File: config.mk
export PLATFORM = sky130hd
export DESIGN_NAME = pin_event_ctrl
export DESIGN_NICKNAME = d
export VERILOG_FILES = /design/src/rtl/pin_event_pkg.sv /design/src/rtl/pin_sync.sv /design/src/rtl/pin_event_detect.sv /design/src/rtl/pin_pending_bank.sv /design/src/rtl/pin_event_ctrl.sv
export SDC_FILE = /design/constraint.sdc
export NUM_CORES = 1
export LEC_CHECK = 0
export BUFFER_PORTS_ARGS = -buffer_cell sky130_fd_sc_hd__buf_2
export CORE_UTILIZATION = 29
export DETAILED_ROUTE_END_ITERATION = 16
export HOLD_SLACK_MARGIN = 0.06
export PLACE_DENSITY_LB_ADDON = 0.1
export REMOVE_ABC_BUFFERS = 1
export SYNTH_ARGS = -nofsm -noshare
export SYNTH_HDL_FRONTEND = slang
export SYNTH_SLANG_ARGS = --single-unit
File: constraint.sdc
create_clock -name clk -period 2.8 [get_ports clk]
set_input_delay 0.56 -clock clk [delete_from_list [all_inputs] [get_ports clk]]
set_output_delay 0.56 -clock clk [all_outputs]
set_load 0.03 [all_outputs]
File: src/rtl/pin_event_pkg.sv
package pin_event_pkg;

    localparam int unsigned ADDR_W = 7;
    localparam int unsigned NUM_EV = 4;

    // event kind indices
    localparam int unsigned EV_RISE = 0;
    localparam int unsigned EV_FALL = 1;
    localparam int unsigned EV_HIGH = 2;
    localparam int unsigned EV_LOW  = 3;

    typedef enum logic [ADDR_W-1:0] {
        OFS_IN_VAL    = 7'h00,
        OFS_IN_EN     = 7'h04,
        OFS_OUT_EN    = 7'h08,
        OFS_OUT_VAL   = 7'h0C,
        OFS_RISE_EN   = 7'h18,
        OFS_RISE_PEND = 7'h1C,
        OFS_FALL_EN   = 7'h20,
        OFS_FALL_PEND = 7'h24,
        OFS_HIGH_EN   = 7'h28,
        OFS_HIGH_PEND = 7'h2C,
        OFS_LOW_EN    = 7'h30,
        OFS_LOW_PEND  = 7'h34,
        OFS_ALT_EN    = 7'h38,
        OFS_ALT_SEL   = 7'h3C,
        OFS_INVERT    = 7'h40
    } reg_ofs_e;

    function automatic logic [ADDR_W-1:0] ev_en_ofs(input int unsigned ev);
        case (ev)
            EV_RISE: return OFS_RISE_EN;
            EV_FALL: return OFS_FALL_EN;
            EV_HIGH: return OFS_HIGH_EN;
            default: return OFS_LOW_EN;
        endcase
    endfunction

    function automatic logic [ADDR_W-1:0] ev_pend_ofs(input int unsigned ev);
        case (ev)
            EV_RISE: return OFS_RISE_PEND;
            EV_FALL: return OFS_FALL_PEND;
            EV_HIGH: return OFS_HIGH_PEND;
            default: return OFS_LOW_PEND;
        endcase
    endfunction

endpackage

File: src/rtl/pin_sync.sv
module pin_sync #(
    parameter int unsigned W = 32
) (
    input  logic         clk,
    input  logic         rst,
    input  logic [W-1:0] d,
    output logic [W-1:0] q
);

    logic [W-1:0] stage1_q;
    logic [W-1:0] stage2_q;

    always_ff @(posedge clk) begin
        if (rst) begin
            stage1_q <= '0;
            stage2_q <= '0;
        end else begin
            stage1_q <= d;
            stage2_q <= stage1_q;
        end
    end

    assign q = stage2_q;

endmodule

File: src/rtl/pin_event_detect.sv
module pin_event_detect
    import pin_event_pkg::*;
#(
    parameter int unsigned W = 32
) (
    input  logic                     clk,
    input  logic                     rst,
    input  logic [W-1:0]             sync_in,
    input  logic [W-1:0]             in_gate,
    output logic [W-1:0]             gated,
    output logic [NUM_EV-1:0][W-1:0] cond
);

    logic [W-1:0] prev_q;

    assign gated = sync_in & in_gate;

    // previous-cycle copy of the gated value for change detection
    always_ff @(posedge clk) begin
        if (rst) begin
            prev_q <= '0;
        end else begin
            prev_q <= gated;
        end
    end

    always_comb begin
        cond[EV_RISE] = gated & ~prev_q;
        cond[EV_FALL] = ~gated & prev_q;
        cond[EV_HIGH] = gated;
        cond[EV_LOW]  = ~gated;
    end

endmodule

File: src/rtl/pin_pending_bank.sv
module pin_pending_bank #(
    parameter int unsigned W          = 32,
    parameter bit          RESET_ONES = 1'b0
) (
    input  logic         clk,
    input  logic         rst,
    input  logic         en_we,
    input  logic [W-1:0] wdata,
    input  logic [W-1:0] pend_clr,
    input  logic [W-1:0] set_vec,
    output logic [W-1:0] en_q,
    output logic [W-1:0] pend_q,
    output logic         hit
);

    localparam logic [W-1:0] PEND_RST = RESET_ONES ? {W{1'b1}} : {W{1'b0}};

    always_ff @(posedge clk) begin
        if (rst) begin
            en_q <= '0;
        end else if (en_we) begin
            en_q <= wdata;
        end
    end

    // set has priority over a write-one clear on the same edge
    always_ff @(posedge clk) begin
        if (rst) begin
            pend_q <= PEND_RST;
        end else begin
            pend_q <= (pend_q & ~pend_clr) | set_vec;
        end
    end

    assign hit = |(pend_q & en_q);

endmodule

File: src/rtl/pin_event_ctrl.sv
module pin_event_ctrl
    import pin_event_pkg::*;
#(
    parameter int unsigned PIN_CNT = 32
) (
    input  logic               clk,
    input  logic               rst,
    input  logic [ADDR_W-1:0]  bus_addr,
    input  logic               bus_wr,
    input  logic [PIN_CNT-1:0] bus_wdata,
    output logic [PIN_CNT-1:0] bus_rdata,
    input  logic [PIN_CNT-1:0] pin_in,
    output logic [PIN_CNT-1:0] pin_out,
    output logic [PIN_CNT-1:0] pin_oe,
    output logic               irq
);

    logic [PIN_CNT-1:0] in_en_q;
    logic [PIN_CNT-1:0] out_en_q;
    logic [PIN_CNT-1:0] out_val_q;
    logic [PIN_CNT-1:0] invert_q;
    logic [PIN_CNT-1:0] alt_en_q;
    logic [PIN_CNT-1:0] alt_sel_q;

    logic [PIN_CNT-1:0]              sync_q;
    logic [PIN_CNT-1:0]              gated;
    logic [NUM_EV-1:0][PIN_CNT-1:0]  cond;
    logic [NUM_EV-1:0][PIN_CNT-1:0]  en_vec;
    logic [NUM_EV-1:0][PIN_CNT-1:0]  pend_vec;
    logic [NUM_EV-1:0]               hit;

    // plain configuration registers
    always_ff @(posedge clk) begin
        if (rst) begin
            in_en_q   <= '0;
            out_en_q  <= '0;
            out_val_q <= '0;
            invert_q  <= '0;
            alt_en_q  <= '0;
            alt_sel_q <= '0;
        end else if (bus_wr) begin
            case (bus_addr)
                OFS_IN_EN:   in_en_q   <= bus_wdata;
                OFS_OUT_EN:  out_en_q  <= bus_wdata;
                OFS_OUT_VAL: out_val_q <= bus_wdata;
                OFS_INVERT:  invert_q  <= bus_wdata;
                OFS_ALT_EN:  alt_en_q  <= bus_wdata;
                OFS_ALT_SEL: alt_sel_q <= bus_wdata;
                default: ;
            endcase
        end
    end

    assign pin_out = out_val_q ^ invert_q;
    assign pin_oe  = out_en_q;

    pin_sync #(.W(PIN_CNT)) u_sync (
        .clk (clk),
        .rst (rst),
        .d   (pin_in),
        .q   (sync_q)
    );

    pin_event_detect #(.W(PIN_CNT)) u_detect (
        .clk     (clk),
        .rst     (rst),
        .sync_in (sync_q),
        .in_gate (in_en_q),
        .gated   (gated),
        .cond    (cond)
    );

    for (genvar e = 0; e < NUM_EV; e++) begin : g_event
        localparam logic [ADDR_W-1:0] EN_OFS   = ev_en_ofs(e);
        localparam logic [ADDR_W-1:0] PEND_OFS = ev_pend_ofs(e);

        logic               en_we;
        logic [PIN_CNT-1:0] clr;

        assign en_we = bus_wr && (bus_addr == EN_OFS);
        assign clr   = (bus_wr && (bus_addr == PEND_OFS)) ? bus_wdata : '0;

        pin_pending_bank #(
            .W          (PIN_CNT),
            .RESET_ONES (e == EV_LOW)
        ) u_bank (
            .clk      (clk),
            .rst      (rst),
            .en_we    (en_we),
            .wdata    (bus_wdata),
            .pend_clr (clr),
            .set_vec  (cond[e]),
            .en_q     (en_vec[e]),
            .pend_q   (pend_vec[e]),
            .hit      (hit[e])
        );
    end

    assign irq = |hit;

    always_comb begin
        bus_rdata = '0;
        case (bus_addr)
            OFS_IN_VAL:    bus_rdata = gated;
            OFS_IN_EN:     bus_rdata = in_en_q;
            OFS_OUT_EN:    bus_rdata = out_en_q;
            OFS_OUT_VAL:   bus_rdata = out_val_q;
            OFS_RISE_EN:   bus_rdata = en_vec[EV_RISE];
            OFS_RISE_PEND: bus_rdata = pend_vec[EV_RISE];
            OFS_FALL_EN:   bus_rdata = en_vec[EV_FALL];
            OFS_FALL_PEND: bus_rdata = pend_vec[EV_FALL];
            OFS_HIGH_EN:   bus_rdata = en_vec[EV_HIGH];
            OFS_HIGH_PEND: bus_rdata = pend_vec[EV_HIGH];
            OFS_LOW_EN:    bus_rdata = en_vec[EV_LOW];
            OFS_LOW_PEND:  bus_rdata = pend_vec[EV_LOW];
            OFS_ALT_EN:    bus_rdata = alt_en_q;
            OFS_ALT_SEL:   bus_rdata = alt_sel_q;
            OFS_INVERT:    bus_rdata = invert_q;
            default:       bus_rdata = '0;
        endcase
    end

endmodule

# Yosys cells after proc, flatten, opt, wreduce, memory -nomap -nowiden
# Index checks and enable logic that the tools add are counted.
dict set report totals {
  inputBits 74
  out_inout_bits 97
  reg_bits 544
}
dict set report op_classes {
  n_bitwise 22
  eq_ne 14
  reduce_logical 16
  muxes 5
}
# op count
set ops {}
lappend ops {{$pmux W32 S15} 1}
lappend ops {{$and A32 B32 Y32} 11}
lappend ops {{$not A32 Y32} 6}
lappend ops {{$mux W32} 4}
lappend ops {{$or A32 B32 Y32} 4}
lappend ops {{$reduce_or A128 Y1} 1}
lappend ops {{$eq A7 B6 Y1 const B} 8}
lappend ops {{$xor A32 B32 Y32} 1}
lappend ops {{$eq A7 B4 Y1 const B} 2}
lappend ops {{$eq A7 B5 Y1 const B} 2}
lappend ops {{$reduce_and A2 Y1} 6}
lappend ops {{$logic_and A1 B1 Y1} 8}
lappend ops {{$eq A7 B3 Y1 const B} 1}
lappend ops {{$eq A7 B7 Y1 const B} 1}
lappend ops {{$logic_not A7 Y1} 1}

# Logic depth before layout (Yosys ltp)
# Gate-level depths: netlist of run 1.
dict set report logic_depth {
  ltp_word 6
  ltp_mapped 9
  mapped_depth_nobuf 5
}

# By module
# A second synthesis of run 1 with hierarchy kept.
dict set report hier_totals {
  hier_cells 3037
  area_unflattened_um2 25544.5
}
# mod area_per_inst_um2 cells_each n_inst
set by_module_without_submodules {}
lappend by_module_without_submodules {pin_event_ctrl 12264.3 1651 1}
lappend by_module_without_submodules {{pin_pending_bank at g_event[0].u_bank ...} 2326.0 256 3}
lappend by_module_without_submodules {{pin_pending_bank at g_event[3].u_bank} 2327.2 256 1}
lappend by_module_without_submodules {pin_event_detect 2057.0 227 1}
lappend by_module_without_submodules {pin_sync 1918.1 135 1}

# Worst setup path before layout of run 1
# OpenSTA, ideal clock, no wires.
dict set report synth_path {
  path_kind {input -> output}
  start {input bus_addr[0]}
  end {output bus_rdata[0]}
  t_required_ns 2.240
  setup_slack_ns 0.043
  cell_stages 9
  arrival_time_ns 2.197
  path_cell_list {buf_2 -> or3b_1 -> buf_2 -> or3_1 -> buf_2 -> buf_6 -> nor2_1 -> a2111oi_0 -> nand3_1}
}
dict set report synth_between {
  elab_chain_cells 2
}
# item line
set synth_lines {}
lappend synth_lines {{start: declaration} pin_event_ctrl.sv:8} ;# input logic [ADDR_W-1:0] bus_addr,
lappend synth_lines {{$eq A7 B7 Y1, or another cell as far along} pin_event_ctrl.sv:103} ;# case (bus_addr)
lappend synth_lines {{$pmux W32 S15 *} pin_event_ctrl.sv:103}
lappend synth_lines {{end: declaration} pin_event_ctrl.sv:11} ;# output logic [PIN_CNT-1:0] bus_rdata,
# Mark *: on every way between the ends. The rest lies on a longest branch, timed or not.

# Worst setup path in the final report of run 1
dict set report layout_path {
  start {register g_event[2].u_bank.pend_q[11]}
  end {output irq}
}
dict set report layout_between {
  elab_chain_cells 2
}
# item line
set layout_lines {}
lappend layout_lines {{start: declaration} pin_pending_bank.sv:12} ;# output logic [W-1:0] pend_q,
lappend layout_lines {{start signal: assignment} pin_pending_bank.sv:31} ;# pend_q <= (pend_q & ~pend_clr) | set_vec;
lappend layout_lines {{$and A32 B32 Y32} pin_pending_bank.sv:35} ;# assign hit = |(pend_q & en_q);
lappend layout_lines {{$reduce_or A128 Y1} pin_event_ctrl.sv:99} ;# assign irq = |hit;
lappend layout_lines {{end: declaration} pin_event_ctrl.sv:15} ;# output logic irq
# Every way passes these cells.

==> key figures, run 1 <==
Flow run
  – Max-Cap Viols: 0

Worst setup path
  – Worst path max stage delay: 0.52 ns
  – Crit end category: primary output
  – CP Launch Type: register
  – R2r setup slk: approximately 1.7 ns
  – CP Max Fanout: 3
  – Worst-path cell chain: a22o_1, a221oi_1, nand4_1, nor3_1, nand3_1, buf_6
  – WP data arrival: between 2 and 3 ns
  – Setup CP Type: register to primary output
  – Worst path required time: 2.24 ns
  – Crit-path slowest cell: a221oi_1

Die
  – Die Footprint: just under 80,000 um^2
  – Starting density of the core: 0.292
  – DIE HEIGHT: 281 um
  – Core ar.: 77,300 um^2
  – # IOs: 171
  – Die width: 281 um
  – Row count: a little over 100

Yosys
  – Yosys warnings: 0
  – Sequential area share after synthesis: 0.481
  – FF+latch count, synth: 544
  – Synth unique cells: 49
  – EDFF count, synth: 0
  – Main synth FF type: dfxtp_1
  – Cells after Synth: about 2,800
  – Mapped Area: between 20,000 and 25,000 um^2
  – Synth async-reset ratio: 0
  – Avg Cell Area, Syn: 8.18 um^2

Detailed routing
  – Vias post-DR: 22,385
  – Iter 0 DRT Violations: 2,341
  – Vias per Instance: 5.46
  – Drt pass-1 iters: 12
  – Antenna Violating Nets Remaining: 0
  – Post-Route WL: 108,000 um
  – Drt drc: 2
  – Per-cell routed wire length: 26.4 um

STA
  – Clock Skew: between 0.015 and 0.02 ns
  – Final setup fails: 26
  – Period utilization: 1.16
  – Tightest hold margin: 0.154 ns
  – Max_slew headroom: 0.572
  – RSZ-0062 raised after global routing: true
  – Max Fclk: between 300 and 400 MHz
  – Slew Limit Fails: 0
  – Sum Neg Setup Slack: -2.19 ns
  – Final Worst Setup Slack: -0.437 ns
  – Worst-margin pin slew: 0.642 ns
  – Hold Violations, Final: 0
  – Tmin final: 3.24 ns

Global route
  – Number of global-route vias before repair: 20,867
  – Largest net degree at the start of global routing: 97
  – Total GRT Usage: 0.265
  – First-pass GRT wire length: 152,000 um
  – Initial antenna violation count: 2
  – GRT overflow: 0

Power
  – Pwr dens: between 500 and 600 nW/um^2
  – IR drop worst, VDD: 0.395 mV
  – P_leak: 11.4 nW
  – Final Total Pwr: 18.1 mW

Placed design
  – HPWL after DPL: 70,200 um
  – Placed cells: roughly 4,000
  – Final RePlAce weighted congestion: 0.882
  – DP Worst Slack: -0.420 ns
  – Port bufs: between 150 and 200
  – DP Area: between 20,000 and 30,000 um^2

Clocking
  – # hold bufs at CTS: 0
  – CTS tree: done
  – Total CTS buffers: 68
  – Root buf cell: clkbuf_16
  – CTS Sinks: 544
  – Later-pin clock latency in the skew report: 0.62 ns
  – H-tree depth: 3
  – Clock slew at reported path FFs: about 0.060 ns
  – Clock buffer depth: 3

Final layout
  – Final net count: 3,081
  – Final instance area: 30,700 um^2
  – Final non-filler cell total: 4,101
  – Layout cells sized above 1: 0.230
  – Area growth syn-to-layout: 35.7%
  – Fillers: 7,852
  – Antenna Cells: 0
  – Final core occ: 0.397

Status
  – Failing checks: DRC, setup timing
  – Status: finished, violations left

Hold path
  – Classification of the worst-slack hold path: input port to register
final timing paths:
check,from,to,depth (start not counted)
setup reg to reg,u_sync.q[1],g_event[3].u_bank.pend_q[1],2
setup / recovery,g_event[2].u_bank.pend_q[11],irq,6
hold reg to reg,u_sync.stage1_q[26],u_sync.q[26],1
hold / removal,pin_in[23],u_sync.stage1_q[23],2
cells in the final DEF (no fill, tap or decap), types with 6 or more instances in the layout:
cell       netlist  layout
a221oi_1        24      16
xor2_1          32      32
buf_6            3      64
nor2_1         232     204
a32oi_2          0      11
clkbuf_16        0      73
nand2_1        740     736
clkinv_2         0      11
nor2_2           2      11
a32oi_1         29      18
bufinv_16        0       9
buf_16           0       6
and3_1          10       8
clkbuf_1       150      12
nor2_4           1      20
a22oi_2          0      32
buf_4           10     123
a21oi_1        323     323
clkbuf_8         0      14
nor2b_1         64      64
nand4_1         11      11
dfxtp_1        544     539
buf_2           73     129
o22ai_1         30      18
o22ai_2          0      12
o21ai_0         27      25
buf_12           0      70
a211o_1         32      32
a2111oi_4        0      18
nand3_2          0      24
a22oi_1        169     137
nand3_1         34      10
mux2i_1         96      96
a2111oi_2        0      10
a22o_1          54      48
buf_8            0      15
cells by family (layout without fill, tap and decap cells):
group           after synthesis  count (layout)  synth area share
compound gates              733             733             0.214
xor+xnor                     32              32            0.0124
buf+inv                     240             535            0.0465
flops                       544             544             0.481
mux                          96              96            0.0425
simple gates               1121            1121             0.203
cells in the mapped netlist, drive strengths merged, types with 2 or more instances:
| cell | count | area (um^2) |
|---|---|---|
| buf | 90 | 489 |
| a222oi | 5 | 50.1 |
| o221ai | 3 | 38.8 |
| xor2 | 32 | 280 |
| nand4 | 11 | 68.8 |
| mux2i | 96 | 961 |
| nor3 | 5 | 30.0 |
| o2bb2ai | 4 | 35.0 |
| a22o | 54 | 473 |
| a32oi | 29 | 254 |
| nor2b | 64 | 400 |
| a2111oi | 28 | 245 |
| a211o | 32 | 280 |
| nor3b | 3 | 33.8 |
| or3b | 2 | 17.5 |
| nor4 | 2 | 27.5 |
| nand3 | 34 | 170 |
| a21oi | 323 | 1620 |
| nor4b | 2 | 23.8 |
| or3 | 4 | 25.0 |
| o21ai | 27 | 135 |
| a22oi | 169 | 1270 |
| and2 | 3 | 18.8 |
| nor2 | 235 | 895 |
| dfxtp | 544 | 10900 |
| a221oi | 24 | 210 |
| and3 | 10 | 62.6 |
| o211ai | 2 | 15.0 |
| or4 | 2 | 15.0 |
| o22ai | 30 | 188 |
| nand2 | 740 | 2780 |
| clkbuf | 150 | 563 |
critical path: cells and delay by family, from the launching register on:
kind                   cells  cell delay (ns)
DFF                        1             0.37
and+or+nand+nor            3             0.69
buffers and inverters      1             0.22
AOI/OAI and AO/OA          2             0.77
power by group:
part	total, mW	internal (mW)	switching, mW
clock	9.44	5.81	3.63
sequential	7.83	7.80	0.0319
combinational	0.877	0.300	0.577
total	18.1	13.9	4.24
sequential cells by signal, indices dropped and copies added (netlist names):
signal and count:
g_event.u_bank.en_q 128, g_event.u_bank.pend_q 128, alt_en_q 32, alt_sel_q 32, in_en_q 32, invert_q 32, out_val_q 32, pin_oe 32
u_detect.prev_q 32, u_sync.q 32, u_sync.stage1_q 32
routing by layer:
layer / up-vias / GRT usage / routed length [um]
met5: - / 0 / 13
met4: 2 / 0.102 / 3870
met3: 192 / 0.0441 / 7580
met2: 989 / 0.416 / 49200
met1: 11092 / 0.362 / 47600
li1: 10110 / - / -
layout make-up:
class	instances	area, um^2	share of cell area
timing repair buffer	411	4190	0.136
clock inverter	28	402	0.0131
sequential	544	10900	0.355
multi-input combinational	1982	11900	0.388
tap	1040	1300	0.0424
clock buffer	96	1990	0.0648
repair_timing:
action                     in CTS  in global routing
pin swaps                      89                 54
hold endpoints to repair        0                  0
cloned                          9                  3
resized for setup             324                 86
setup endpoints to repair      33                 33
buffers inserted               35                 18
Note: power is estimated with default switching activity, not from simulation.
==> run 2, diff against run 1 <==
Clock period 2.8 ns to 3.7 ns, I/O delays scaled along.
==> run 2 against run 1 <==
  * Worst hold slack improved by 0.18 ns
  * First-iteration DRC count up 10%
  * Non-clock buffer count shrank 129
  * Power fell by 28%
  * Utilization decreased by 4.5 points
  * Largest power group unchanged
  * Critical endpoint unchanged
  * The run ends with DRC left
  * Setup slack better by 0.47 ns
  * Clock-buffer cell count rose by 3
  * Clock skew is essentially flat
  * Global-route usage decreased by 1.1 points
  * Combinational power fell by 38%
  * Critical path type unchanged
  * Die area stayed put
==> key figures, run 2 (synthesis results as in run 1) <==
Worst setup path
  – Crit end category: primary output
  – Worst path required time: 2.96 ns (+0.72 ns)
  – Setup CP Type: register to primary output
  – CP Max Fanout: 3 (unchanged)
  – CP Launch Type: register
  – WP data arrival: 2.92 ns (+0.24 ns)

Power
  – Net Sw Power: 3.06 mW (-28%)
  – P_leak: 9.89 nW (-13%)
  – IR drop worst, VDD: 0.286 mV (-28%)
  – Clock power share: 0.502 (-0.018)
  – Sequential share of power: 0.456 (+0.025)
  – Pwr dens: 478 nW/um^2 (-19%)
  – Logic pwr share: 0.042 (-0.006)
  – Switching share of total power: 0.235 (+0.00163)
  – Pint: 9.93 mW (-29%)

Clocking
  – CTS Sinks: 544 (unchanged)
  – # hold bufs at CTS: 0 (unchanged)
  – CTS tree: done
  – Clock buffer depth: 3 (unchanged)
  – Clock slew at reported path FFs: 0.06 ns (about the same)
  – Total CTS buffers: 66 (-2.9%)
  – H-tree depth: 3 (unchanged)
  – Root buf cell: clkbuf_16
  – Later-pin clock latency in the skew report: 0.61 ns (about the same)

Final layout
  – Biggest regs: g_event.u_bank.en_q: 128 flops, g_event.u_bank.pend_q: 128 flops
  – Area growth syn-to-layout: 20.1%
  – Fillers: 8,104 (+3.2%)
  – Antenna Cells: 0 (unchanged)
  – Final net count: 2,950 (-4.3%)
  – Register area: 10,900 um^2 (about the same)
  – Footprint of the multi-input gates: 10,700 um^2 (-9.9%)
  – Commonest non-fill, non-tap cell in the layout: nand2_1
  – Layout cells sized above 1: 0.137 (-0.0931)
  – Commonest cells after routing, fill and taps aside: 740 x nand2_1, 544 x dfxtp_1, 323 x a21oi_1
  – Final non-filler cell total: 3,962 (-3.4%)
  – Final core occ: 0.351 (-0.0455)

Die
  – Die width: 281 um (unchanged)
  – DIE HEIGHT: 281 um (unchanged)
  – Core ar.: 77,300 um^2 (unchanged)
  – # IOs: 171 (unchanged)
  – Row count: 102 (unchanged)
  – Die Footprint: 79,100 um^2 (unchanged)
  – Starting density of the core: 0.292 (unchanged)

Status
  – Status: finished, violations left
  – Failing checks: DRC

Detailed routing
  – Drt pass-1 iters: 12 (unchanged)
  – Post-Route WL: 102,000 um (-5.5%)
  – Iter 0 DRT Violations: 2,574 (+10%)
  – Drt drc: 2 (unchanged)
  – Antenna Violating Nets Remaining: 0 (unchanged)
  – Vias per Instance: 5.45 (-0.19%)
  – Vias post-DR: 21,586 (-3.6%)
  – Per-cell routed wire length: 25.8 um (-2.2%)

Placed design
  – Final RePlAce weighted congestion: 0.864 (-2.0%)
  – HPWL after DPL: 67,300 um (-4.2%)
  – Placed cells: 3,848 (-2.0%)
  – Port bufs: 170 (unchanged)

STA
  – Final setup fails: 0 (-100%)
  – Period utilization: 0.990
  – Slew Limit Fails: 0 (unchanged)
  – RSZ-0062 raised after global routing: false
  – Tmin final: between 3 and 4 ns
  – Clock Skew: 0.0176 ns (+0.000288 ns)
  – Hold Violations, Final: 0 (unchanged)
  – Max Fclk: 273 MHz
  – Max_slew headroom: 0.465 (-0.107)
  – Sum Neg Setup Slack: 0 ns (+2.19 ns)
  – Worst-margin pin slew: 0.803 ns (+0.160 ns)

Global route
  – GRT overflow: 0 (unchanged)
  – Met3 GRT Util: 0.0335 (-0.0106)
  – M1 GR Usage: 0.357 (-0.00434)
  – Total GRT Usage: 0.254 (-0.0114)
  – Routing usage on met2: 0.404 (-0.0120)
  – First-pass GRT wire length: 146,000 um (-3.4%)
  – Largest net degree at the start of global routing: 88 (-9.3%)
  – Initial antenna violation count: 5 (+3)
  – Number of global-route vias before repair: 20,326 (-2.6%)
  – Most crowded layer after global routing: met2

Flow run
  – Max-Cap Viols: 0 (unchanged)

Hold path
  – Classification of the worst-slack hold path: input port to register
run 2: cell count changes in the layout (fill, tap and decap cells not counted), moves of 24 or more:
cell and change:
a22oi_2 -32, buf_12 -39, buf_4 -42, a2111oi_0 +25, buf_2 +39, nor2_1 +24
buf_6 -63, a22oi_1 +32
run 2: per-stage QoR:
| stage | setup slack [ns] | power [mW] | area, um^2 | hold slack (ns) |
|---|---|---|---|---|
| 2_1_floorplan | -2.04 | 6.16 | 21600 | 0.414 |
| 3_3_place_gp | -0.0620 | 6.58 | 25000 | 0.420 |
| 3_5_place_dp | -0.0891 | 6.58 | 25000 | 0.424 |
| 4_1_cts | 0.0357 | 13.1 | 27200 | 0.314 |
| 5_1_grt | 0.0118 | 13.4 | 27200 | 0.339 |
| 6_report | 0.0368 | 13.0 | 27200 | 0.337 |
run 2: cell type report:
type,instances,share of cell area
clock buffer,99,0.0740
clock inverter,15,0.00511
multi-input combinational,1982,0.395
sequential,544,0.401
tap,1040,0.0479
timing repair buffer,282,0.0771
run 2: per-layer routing:
metal	wire length, um	part of all wire
met5	13	0.00013
met4	2380	0.023
met3	7600	0.074
met2	46600	0.46
met1	45700	0.45
run 2: worst paths after layout:
check / start / end / slack, ns / cells after the start
setup / recovery: g_event[2].u_bank.pend_q[13] / irq / 0.04 / 7
hold / removal: pin_in[11] / u_sync.stage1_q[11] / 0.34 / 2
setup reg to reg: u_sync.q[3] / g_event[3].u_bank.pend_q[3] / 2.65 / 2
hold reg to reg: u_sync.stage1_q[29] / u_sync.q[29] / 0.43 / 1
run 2: what timing repair did:
item                                    in CTS  in global routing
buffers inserted                             0                  0
endpoints found under the setup margin       5                  3
gates resized for setup                      2                  4
endpoints found under the hold margin        0                  0
run 2: worst max-delay path, stage by stage, from the launching register on:
cell and delay (ns):
dfxtp_1 0.34, a22o_1 0.27, a221oi_1 0.52, buf_4 0.23
nand4_1 0.11, nor4_1 0.30, nand3_1 0.28, buf_2 0.27
run 2: power by group through the flow:
stage | combinational (mW) | sequential (mW) | clock (mW)
finish | 0.540 | 5.92 | 6.52
global route | 0.567 | 5.92 | 6.88
CTS | 0.534 | 5.92 | 6.64
detailed placement | 0.532 | 6.05 | 0
global placement | 0.528 | 6.05 | 0
floorplan | 0.121 | 6.04 | 0
==> run 3, diff against run 2 <==
Settings changed: ABC_AREA set to 1, GPL_TIMING_DRIVEN set to 0.
==> run 3 against run 2 <==
  * Cell area is 9.2% higher
  * Critical endpoint is now bus_rdata[28]
  * Flip-flop and latch count unchanged
  * Power rose by 1.4%
  * Highest routed layer is now met4
  * The run now ends clean
  * Sequential power hardly changed
  * Wire length is 4.2% lower
  * Register-to-register slack better by 0.04 ns
  * Critical path depth rose by 5
==> key figures, run 3 <==
STA
  – Slew Limit Fails: 0 (unchanged)
  – Tmin final: 3.60 ns (-0.0663 ns)
  – RSZ-0062 raised after global routing: true
  – Hold Violations, Final: 0 (unchanged)
  – Final setup fails: 0 (unchanged)
  – Period utilization: 0.972 (-0.0179)
  – Max_slew headroom: 0.341 (-0.124)
  – Worst-margin pin slew: 0.983 ns (+0.180 ns)
  – Max Fclk: 278 MHz (+1.8%)
  – Clock Skew: 0.0151 ns (-0.00243 ns)
  – Tightest hold margin: 0.340 ns (+0.00240 ns)

Worst setup path
  – Crit end category: primary output
  – Setup CP Type: input port to primary output
  – Worst path required time: 2.96 ns (about the same)
  – WP data arrival: 2.86 ns (-0.06 ns)
  – CP Launch Type: input port
  – R2R depth: 4 (+2)
  – CP Max Fanout: 27 (+24)

Clocking
  – Clock buffer depth: 3 (unchanged)
  – Root buf cell: clkbuf_16
  – CTS Sinks: 544 (unchanged)
  – Later-pin clock latency in the skew report: 0.60 ns (about the same)
  – # hold bufs at CTS: 0 (unchanged)
  – H-tree depth: 3 (unchanged)
  – Total CTS buffers: 68 (+3.0%)
  – Clock slew at reported path FFs: 0.06 ns (about the same)
  – CTS tree: done

Global route
  – GRT overflow: 0 (unchanged)
  – First-pass GRT wire length: 146,000 um (-0.39%)
  – Number of global-route vias before repair: 22,303 (+9.7%)
  – Initial antenna violation count: 0 (-5)
  – Total GRT Usage: 0.228 (-0.0257)
  – Largest net degree at the start of global routing: 169 (+92%)

Detailed routing
  – Drt drc: 0 (-2)
  – Vias post-DR: 23,149 (+7.2%)
  – Per-cell routed wire length: 19.7 um (-24%)
  – Iter 0 DRT Violations: 1,551 (-40%)
  – Antenna Violating Nets Remaining: 0 (unchanged)
  – Post-Route WL: 98,000 um (-4.2%)
  – Drt pass-1 iters: 5 (-7)
  – Vias per Instance: 4.65 (-15%)

Final layout
  – Fillers: 9,002 (+11%)
  – Layout cells sized above 1: 0.0967 (-0.0406)
  – Final net count: 3,866 (+31%)
  – Final core occ: 0.355 (+0.00337)
  – Commonest non-fill, non-tap cell in the layout: nand2_1
  – Commonest cells after routing, fill and taps aside: 992 x nand2_1, 544 x dfxtp_1, 516 x inv_1
  – Biggest regs: g_event.u_bank.en_q: 128 flops, g_event.u_bank.pend_q: 128 flops
  – Area growth syn-to-layout: 21.0%

Yosys
  – Count leader, synth: nand2_1
  – Synth Area in Simple Gates: 0.281 (+0.0780)
  – EDFF count, synth: 0 (unchanged)
  – Share of the synthesized area in the top cell type: 0.444 (-0.0375)
  – Main synth FF type: dfxtp_1
  – Post-synthesis compound-gate area fraction: 0.144 (-0.0701)
  – Xor/xnor share of the synthesized area: 0.0114 (-0.000965)
  – Mux cell area share after synthesis: 0 (-0.0425)
  – Cells after Synth: 3,725 (+35%)
  – Synth top area cells: dfxtp_1 44%, nand2_1 15%, nand3_1 9.4%
  – Avg Cell Area, Syn: 6.59 um^2 (-19%)
  – Cell taking the most area after synthesis: dfxtp_1
  – Sequential area share after synthesis: 0.444 (-0.0375)
  – Mapped Area: 24,500 um^2 (+8.4%)
  – Synth top cells by count: 993 x nand2_1, 544 x dfxtp_1, 516 x inv_1
  – Adder-Cell Fraction of Synth Area: 0 (unchanged)
  – Synth async-reset ratio: 0 (unchanged)
  – Yosys warnings: 0 (unchanged)
  – Synth unique cells: 17 (-65%)
  – Main combinational cell family by area after synthesis: simple AND/OR/NAND/NOR gates
  – FF+latch count, synth: 544 (unchanged)

Die
  – Core ar.: 83,700 um^2 (+8.2%)
  – DIE HEIGHT: 293 um (+4.1%)
  – Starting density of the core: 0.293 (+0.000642)
  – Die width: 293 um (+4.1%)
  – Die Footprint: 85,800 um^2 (+8.4%)
  – Row count: 106 (+3.9%)
  – # IOs: 171 (unchanged)

Status
  – Status: finished, final reports clean

Placed design
  – HPWL after DPL: 62,900 um (-6.5%)
  – Final RePlAce weighted congestion: 0.761 (-12%)
  – Port bufs: 170 (unchanged)

Hold path
  – Classification of the worst-slack hold path: input port to register
  – Worst Hold Depth: 3 (+1)

Flow run
  – Max-Cap Viols: 0 (unchanged)

Power
  – Pwr dens: 443 nW/um^2 (-7.2%)
  – P_leak: 13.4 nW (+35%)
  – IR drop worst, VDD: 0.317 mV (+11%)
-- run 3: cell count changes in the layout (fill, tap and decap cells not counted), sizes merged, moves of 28 or more --
| cell | change |
|---|---|
| a211o | -32 |
| buf | -40 |
| a22oi | -169 |
| a21oi | +29 |
| o22ai | -30 |
| nand3 | +426 |
| nand2 | +253 |
| nor2b | -64 |
| mux2i | -96 |
| a22o | -54 |
| inv | +523 |
| a32oi | -29 |
| o21ai | +325 |
| a2111oi | -28 |
-- run 3: timing repair --
action                                  CTS  global route
gates resized for setup                   1             1
endpoints found under the setup margin   32            11
pin swaps                                 6             3
gates cloned                              1             0
setup buffers                             7             4
-- run 3: final cells by class --
class | instances | area [um^2] | share of cell area
antenna | 1 | 2.50 | 0.0000843
clock buffer | 108 | 2080 | 0.0699
clock inverter | 8 | 93.8 | 0.00316
inverter | 522 | 1970 | 0.0664
multi-input combinational | 2414 | 10900 | 0.368
sequential | 544 | 10900 | 0.367
tap | 1134 | 1420 | 0.0478
timing repair buffer | 242 | 2310 | 0.0777
-- run 3: logic make-up after synthesis --
| group | after synthesis |
|---|---|
| compound gates | 704 |
| simple gates | 1677 |
| xor+xnor | 32 |
| flops | 544 |
| buf+inv | 768 |
-- run 3: power breakdown --
group / internal [mW] / total [mW] / leakage, nW / switching [mW]
Sequential: 5.91 / 5.93 / 4.40 / 0.0206
Clock: 3.96 / 6.63 / 1.07 / 2.66
Combinational: 0.148 / 0.611 / 7.89 / 0.463
Total: 10.0 / 13.2 / 13.4 / 3.15
-- run 3: final timing paths --
| check | start | end | slack [ns] |
|---|---|---|---|
| min | pin_in[14] | u_sync.stage1_q[14] | 0.34 |
| min reg2reg | u_sync.stage1_q[1] | u_sync.q[1] | 0.40 |
| max reg2reg | u_sync.q[24] | g_event[0].u_bank.pend_q[24] | 2.69 |
| max | bus_addr[5] | bus_rdata[28] | 0.10 |
-- run 3: critical path, cell delays in order --
cell and delay (ns):
buf_2 0.29, nand2_1 0.15, nor2_4 0.48, buf_16 0.23
buf_12 0.22, nand3_1 0.10, nand2_1 0.07, inv_1 0.04
nand2_1 0.05, nor2_1 0.04, nand2_1 0.19, buf_2 0.25
-- run 3: through the flow --
step | power [mW] | cell area (um^2) | TNS (ns) | instances | setup slack, ns
after floorplan | 6.27 | 23600 | -435.50 | 3479 | -2.91
after global routing | 13.6 | 29700 | -0.0108 | 4972 | -0.0108
after global placement | 6.60 | 25800 | -3739.62 | 4783 | -13.21
after detailed placement | 6.66 | 27400 | -15.11 | 4844 | -0.406
final | 13.2 | 29700 | 0 | 4973 | 0.103
after CTS | 13.3 | 29700 | 0 | 4968 | 0.00340
-- run 3: per-layer routing --
layer	routed length [um]	share of wire	global-route usage	vias to the layer above
li1	-	-	-	11855
met1	44700	0.46	0.296	10656
met4	2440	0.025	0.0633	0
met2	47100	0.48	0.394	496
met5	0	0	0	-
met3	3770	0.038	0.0281	142
